[src/rtl/keylock_pkg.sv]
package keylock_pkg;

    localparam int unsigned KEY_W = 8;
    localparam logic [KEY_W-1:0] KEY_FIRST  = 8'hCA;
    localparam logic [KEY_W-1:0] KEY_SECOND = 8'h53;

    // Lock sequencer states
    typedef enum logic [1:0] {
        LK_CLOSED = 2'd0,
        LK_ARMED  = 2'd1,
        LK_OPEN   = 2'd2
    } lock_state_t;

    // Classification of the write presented this cycle (at most one bit set)
    typedef struct packed {
        logic key_wr;
        logic prot_wr;
        logic other_wr;
    } wr_class_t;

    // Key byte carried from the bus to the sequencer
    typedef struct packed {
        logic             is_first;
        logic             is_second;
        logic [KEY_W-1:0] value;
    } key_info_t;

    function automatic key_info_t decode_key(input logic [KEY_W-1:0] b);
        key_info_t k;
        k.value     = b;
        k.is_first  = (b == KEY_FIRST);
        k.is_second = (b == KEY_SECOND);
        return k;
    endfunction

    function automatic lock_state_t next_on_key(input lock_state_t cur,
                                                input key_info_t   k);
        lock_state_t n;
        unique case (cur)
            LK_ARMED: n = k.is_second ? LK_OPEN  :
                          k.is_first  ? LK_ARMED : LK_CLOSED;
            default:  n = k.is_first  ? LK_ARMED : LK_CLOSED;
        endcase
        return n;
    endfunction

endpackage

[src/rtl/keylock_decode.sv]
module keylock_decode
    import keylock_pkg::*;
#(
    parameter int unsigned ADDR_W      = 8,
    parameter int unsigned KEY_ADDR    = 32'h3C,
    parameter int unsigned PROT_BASE   = 32'h00,
    parameter int unsigned PROT_STRIDE = 4,
    parameter int unsigned PROT_COUNT  = 6
) (
    input  logic              wr_en,
    input  logic [ADDR_W-1:0] wr_addr,
    output wr_class_t         cls
);
    localparam logic [ADDR_W-1:0] KEY_A = ADDR_W'(KEY_ADDR);

    logic [PROT_COUNT-1:0] hit_vec;

    for (genvar i = 0; i < PROT_COUNT; i++) begin : g_prot
        localparam logic [ADDR_W-1:0] SLOT_A = ADDR_W'(PROT_BASE + i * PROT_STRIDE);
        assign hit_vec[i] = (wr_addr == SLOT_A);
    end

    logic is_key;
    logic is_prot;

    always_comb begin
        is_key       = (wr_addr == KEY_A);
        is_prot      = (|hit_vec) && !is_key;
        cls.key_wr   = wr_en && is_key;
        cls.prot_wr  = wr_en && is_prot;
        cls.other_wr = wr_en && !is_key && !is_prot;
    end

endmodule

[src/rtl/keylock_seq.sv]
module keylock_seq
    import keylock_pkg::*;
(
    input  logic        clk,
    input  logic        rst,
    input  wr_class_t   cls,
    input  key_info_t   key,
    output lock_state_t state,
    output logic        unlocked
);
    lock_state_t state_q;
    lock_state_t state_d;

    always_comb begin
        state_d = state_q;
        if (cls.key_wr) begin
            state_d = next_on_key(state_q, key);
        end else if ((cls.prot_wr || cls.other_wr) && (state_q == LK_ARMED)) begin
            // any other write between the two keys cancels the sequence
            state_d = LK_CLOSED;
        end
    end

    always_ff @(posedge clk) begin
        if (rst) begin
            state_q <= LK_CLOSED;
        end else begin
            state_q <= state_d;
        end
    end

    assign state    = state_q;
    assign unlocked = (state_q == LK_OPEN);

endmodule

[src/rtl/keylock_gate.sv]
module keylock_gate
    import keylock_pkg::*;
(
    input  wr_class_t cls,
    input  logic      unlocked,
    output logic      wr_accept
);
    always_comb begin
        wr_accept = cls.key_wr || cls.other_wr || (cls.prot_wr && unlocked);
    end
endmodule

[src/rtl/keylock_top.sv]
module keylock_top
    import keylock_pkg::*;
#(
    parameter int unsigned ADDR_W      = 8,
    parameter int unsigned DATA_W      = 32,
    parameter int unsigned KEY_ADDR    = 32'h3C,
    parameter int unsigned PROT_BASE   = 32'h00,
    parameter int unsigned PROT_STRIDE = 4,
    parameter int unsigned PROT_COUNT  = 6
) (
    input  logic              clk,
    input  logic              rst,
    input  logic              wr_en,
    input  logic [ADDR_W-1:0] wr_addr,
    input  logic [DATA_W-1:0] wr_data,
    output logic              wr_accept,
    output logic              unlocked
);
    wr_class_t   wr_cls;
    key_info_t   key;
    lock_state_t lock_state;
    logic        prot_hit;

    assign key      = decode_key(wr_data[KEY_W-1:0]);
    assign prot_hit = wr_cls.prot_wr;

    keylock_decode #(
        .ADDR_W      (ADDR_W),
        .KEY_ADDR    (KEY_ADDR),
        .PROT_BASE   (PROT_BASE),
        .PROT_STRIDE (PROT_STRIDE),
        .PROT_COUNT  (PROT_COUNT)
    ) u_decode (
        .wr_en   (wr_en),
        .wr_addr (wr_addr),
        .cls     (wr_cls)
    );

    keylock_seq u_seq (
        .clk      (clk),
        .rst      (rst),
        .cls      (wr_cls),
        .key      (key),
        .state    (lock_state),
        .unlocked (unlocked)
    );

    keylock_gate u_gate (
        .cls       (wr_cls),
        .unlocked  (unlocked),
        .wr_accept (wr_accept)
    );

endmodule

[config.mk]
export PLATFORM = sky130hd
export DESIGN_NAME = keylock_top
export DESIGN_NICKNAME = d
export VERILOG_FILES = /design/src/rtl/keylock_pkg.sv /design/src/rtl/keylock_decode.sv /design/src/rtl/keylock_seq.sv /design/src/rtl/keylock_gate.sv /design/src/rtl/keylock_top.sv
export SDC_FILE = /design/constraint.sdc
export NUM_CORES = 1
export LEC_CHECK = 0
export BUFFER_PORTS_ARGS = -buffer_cell sky130_fd_sc_hd__buf_2
export CORE_AREA = 4 4 41 43
export CTS_CLUSTER_DIAMETER = 30
export DETAILED_ROUTE_END_ITERATION = 10
export DIE_AREA = 0 0 45 47
export GPL_TIMING_DRIVEN = 1
export HOLD_SLACK_MARGIN = 0.03
export SLEW_MARGIN = 0
export SYNTH_ARGS = -nofsm -noshare
export SYNTH_HDL_FRONTEND = slang
export SYNTH_SLANG_ARGS = --single-unit
[constraint.sdc]
create_clock -name clk -period 2.5 [get_ports clk]
set_input_delay 0.5 -clock clk [delete_from_list [all_inputs] [get_ports clk]]
set_output_delay 0.5 -clock clk [all_outputs]
set_load 0.1 [all_outputs]
# Word-level counts from Yosys, hierarchy flattened
# Index checks and enable logic that the tools add are counted.
# word_totals
ff_bits	2
in_bits	43
wordCells	31
# op_classes
eq_ne	10
muxes	5
n_reduce_logical	15
# op_table
op	count
== test 8 x 4 -> 1 bit, second input constant	2
== test 8 x 5 -> 1 bit, second input constant	2
== test 8 x 3 -> 1 bit, second input constant	1
== test 8 x 6 -> 1 bit, second input constant	1
== test 8 x 7 -> 1 bit, second input constant	1
== test 8 bit, second input constant	1
zero test 8 bit	1
two-way mux 2 bit	4
logical AND 1 bit	7
OR reduction 6 bit	1
logical OR 1 bit	3
== test 2 x 1 -> 1 bit, second input constant	1
== test 2 bit, second input constant	1
zero test 1 bit	2
nonzero test 2 bit	1
two-way mux 1 bit	1

# Longest topological paths before layout
# logic_depth
word_depth	9
ltp_mapped	3
depth_no_buf	3

# Hierarchy
# From an unflattened synthesis, not the netlist that was laid out.
# hier_totals
hier_cells	25
area_unflattened_um2	197.7
# modules_own_cells
mod	n_inst	cells_per_inst	area_each_um2	seq_area_each_um2
keylock_seq	1	11	108.9	40.0
keylock_decode	1	8	48.8	0.0
keylock_top	1	5	31.3	0.0
keylock_gate	1	1	8.8	0.0

# Least setup slack after synthesis
# Ideal clock, no wire load.
# synth_timing
path_kind	reg2out
from	reg u_seq.state_q[1], in the netlist u_seq.state[1]
to	out wr_accept
arrival_ns	3.180
path_slack_ns	-1.180
path_stages_with_launch	4
path_buffers	0
cell_sequence	dfxtp_1 -> nor2b_1 -> nor4b_1 -> nor2_1
# synth_between
elab_chain_cells	3
# synth_rtl
element	line_no	rtl
start, declared	keylock_seq.sv:11	lock_state_t state_q;
start signal, assigned	keylock_seq.sv:28	state_q <= state_d;
== test 2 bit	keylock_seq.sv:33	assign unlocked = (state_q == LK_OPEN);
net unlocked	keylock_top.sv:17	output logic unlocked
logical AND 1 bit	keylock_gate.sv:9	wr_accept = cls.key_wr || cls.other_wr || (cls.prot_wr && unlocked);
logical OR 1 bit	keylock_gate.sv:9	
end, declared	keylock_top.sv:16	output logic wr_accept,
# The timed path passes the listed nets, and every way through them passes these cells.

# Final worst setup path
# layout_timing
from	in wr_addr[1]
to	out wr_accept
# layout_between
elab_chain_cells	7
# layout_rtl
element	line_no	rtl
start, declared	keylock_top.sv:14	input logic [ADDR_W-1:0] wr_addr,
== test 8 x 3 -> 1 bit (tied with other cells)	keylock_decode.sv:20	assign hit_vec[i] = (wr_addr == SLOT_A);
OR reduction 6 bit / zero test 1 bit (equally long branches)	keylock_decode.sv:28, keylock_decode.sv:31	
logical AND 1 bit	keylock_decode.sv:28	is_prot = (|hit_vec) && !is_key;
zero test 1 bit	keylock_decode.sv:31	cls.other_wr = wr_en && !is_key && !is_prot;
logical AND 1 bit	keylock_decode.sv:31	
logical OR 1 bit	keylock_gate.sv:9	
logical OR 1 bit (*)	keylock_gate.sv:9	
# Every way passes the cells marked *; elsewhere a longest branch is shown, timed or not.

==> summary.md <==
| Metric | Value |
|---|---|
| Run status | finished, final reports clean |
| Largest net degree at the start of global routing | 5 |
| Final worst path period need | approximately 2.4 ns |
| Die span in y | roughly 47 µm |
| Cell Chain, Critical Path | buf_2 -> or4_4 -> nor4b_1 -> buf_4 -> nor2_4 -> buf_2 |
| Post-synth EDFFs | 0 |
| Area of the mapped netlist | between 150 and 200 µm² |
| Setup Skew | 0.002115 ns |
| First-pass GRT wire length | slightly above 900 µm |
| F_max | 0.4202 GHz |
| # rows | 13 |
| Via count of the first global-routing pass | 237 |
| Class of the most critical setup path | input pin to output port |
| Worst skew pair latency | about 0.22 ns |
| Synth area leader | dfxtp_1 |
| GRT Total Usage | between 6 and 7% |
| H-tree levels | 1 |
| Die W | roughly 45 µm |
| Max incr delay on CP | between 0.5 and 0.6 ns |
| Final setup fails | 0 |
| CTS Sinks | 2 |
| Clock buffer count from CTS | 3 |
| Yosys top cell area share | about 22% |
| Final Non-Filler Cells | 60 |
| Worst Setup Start Kind | input pin |
| CP Capture Type | output port |
| Fraction of registers with async set/reset | 0% |
| Maxcap violations | 0 |
| Setup WS post-layout | between 0.1 and 0.15 ns |
| Clock tree buffer depth | 2 |
| Final TNS setup | 0 ns |
| RePlAce Congestion | approximately 0.66 |
| Routed Antenna Nets | 0 |
| Register area share after synthesis | around 22% |
| Net Count, Synth | 64 |
| Setup bufs post-CTS | 0 |
| Number of fill cells | 151 |
| Via Count | 251 |
| Io pins | 45 |
| Ant diodes | 0 |
| Top FF cell, synth | dfxtp_1 |
| PwrDens | roughly 400 nW/µm² |
| CTS tree | yes |
| Routed len/inst | between 9 and 10 µm |
| Netlist cell types | 15 |
| Number of synthesized register bits | 2 |
| Area delta synth->final | 87.59% |
| Flop-to-flop setup slack | 1.57 ns |
| Pre-CTS setup slack | 0.1251 ns |
| # nets final | 90 |
| Area contributors post-synth | dfxtp_1 22%, mux2i_1 11%, nor4bb_1 11% |
| Warning count from the yosys run | 0 |
| Worst path required time | approximately 2.0 ns |
| Avg Inst Size Synth | approximately 8.6 µm² |
| Slowest CP cell | or4_4 |
| Period utilization | around 95% |
| Peak supply drop | 79.85 µV |
| Synth Area in Compound Gates | roughly 2.8% |
| Placed instance count | 57 |
| Hold WC Path Type | register to register |
| RSZ-0062 raised after global routing | false |
| CTS Hold Bufs | 0 |
| Grt total ovfl | 0 |
| Largest family of logic cells by synthesized area | simple AND/OR/NAND/NOR gates |
| Pleak | 0.1651 nW |
| Post-Synth XOR/XNOR Area | 0% |
| Total core area | approximately 1300 µm² |
| Layout cell share with drive strength beyond 1 | 62.22% |
| Crit-path max FO | 2 |
| Drc violations | 0 |
| Syn Inst Count | 21 |
| Final Hold Viols | 0 |
| Flip-flop count of the largest register after layout | 2 |
| Mux contribution to synthesized area | 11.03% |
| DR pass1 iterations | 2 |
| Starting Density | about 14% |
| Antenna violations before repair | 0 |
| Arr. time, crit path | approximately 1.9 ns |
| Port bufs | 20 |
| Measured slew at the worst slew-check pin | around 0.49 ns |
| Final Max Tran Viols | 0 |
| Hold Slack | a little over 0.5 ns |
| DR iter-0 viols | 2 |
| Most numerous cell on the critical path | buf_2 |
| PostCTS Resize Cnt | 0 |
| DIE AREA | between 2000 and 2500 µm² |
| Vias per cell | between 4 and 5 |
| Synth Area in Adders | 0% |
| HPWL Detailed | 497.8 µm |
| Slew HR | 67.84% |
| Post-synthesis simple-gate area fraction | 62.07% |
| Root Buffer | clkbuf_4 |
| Clock transition at path regs | ~0.030 ns |
| WL final | 559 µm |
## cells in the final DEF, fill, tap and decap left out, drive strengths merged
cell,count
nor3,1
nand4,1
or4,1
nor2b,3
nor4bb,2
nand2,1
o21ai,1
nor4b,1
mux2i,2
buf,21
dfxtp,2
nand2b,1
inv,1
nor2,2
clkbuf,3
nand3,1
nand4b,1
## through the flow
step	power [mW]	cell area (µm²)	utilization (%)
3_5_place_dp	0.06402	317.8	24.42
2_1_floorplan	0.04769	191.4	-
3_3_place_gp	0.06352	317.8	24.42
4_1_cts	0.1420	340.3	26.15
5_1_grt	0.1512	340.3	26.15
6_report	0.1355	340.3	26.15
## routing by layer
layer  track usage [%]  vias to the layer above  wire length (µm)  part of all wire, %
met5                 0                        -                 0                    0
met1             5.896                      109               209                   37
met2             9.605                       14               255                   46
met3             4.981                        0                94                   17
met4             7.018                        0                 0                    0
li1                  -                      128                 -                    -
## power breakdown
group          internal (mW)  switching, mW
combinational         0.0153         0.0159
sequential            0.0322    0.000000109
clock                 0.0530         0.0191
total                  0.101         0.0350
## synthesized netlist by cell type, drive strengths merged (2+ instances only)
master,instances
nor4bb,2
nor2b,3
nor2,2
dfxtp,2
mux2i,2
## cell families (layout without fill, tap and decap cells)
family | Yosys count | count (layout)
AO/OA/AOI/OAI | 1 | 1
AND/OR/NAND/NOR | 15 | 15
buffers and inverters | 1 | 25
multiplexers | 2 | 2
flip-flops | 2 | 2
## critical path, delay by kind of cell
kind / cells / cell delay, ns
AND/OR/NAND/NOR: 3 / 0.83
buffers and inverters: 3 / 0.55
## worst paths after layout
kind,start,end,cells past startpoint
worst max-delay path,wr_addr[1],wr_accept,6
worst min register to register,u_seq.state[1],u_seq.state[1],2
worst max register to register,u_seq.state[1],u_seq.state[1],3
worst min-delay path,u_seq.state[1],u_seq.state[1],2
## area by class of cell
class                      instances  area, µm²  share of cell area, %
multi-input combinational         18      147.6                  43.38
sequential                         2      40.04                  11.76
clock buffer                       3      22.52                  6.618
inverter                           1      3.754                  1.103
timing repair buffer              21      107.6                  31.62
tap                               15      18.77                  5.515
No activity file was read; power rests on OpenSTA's default activity.
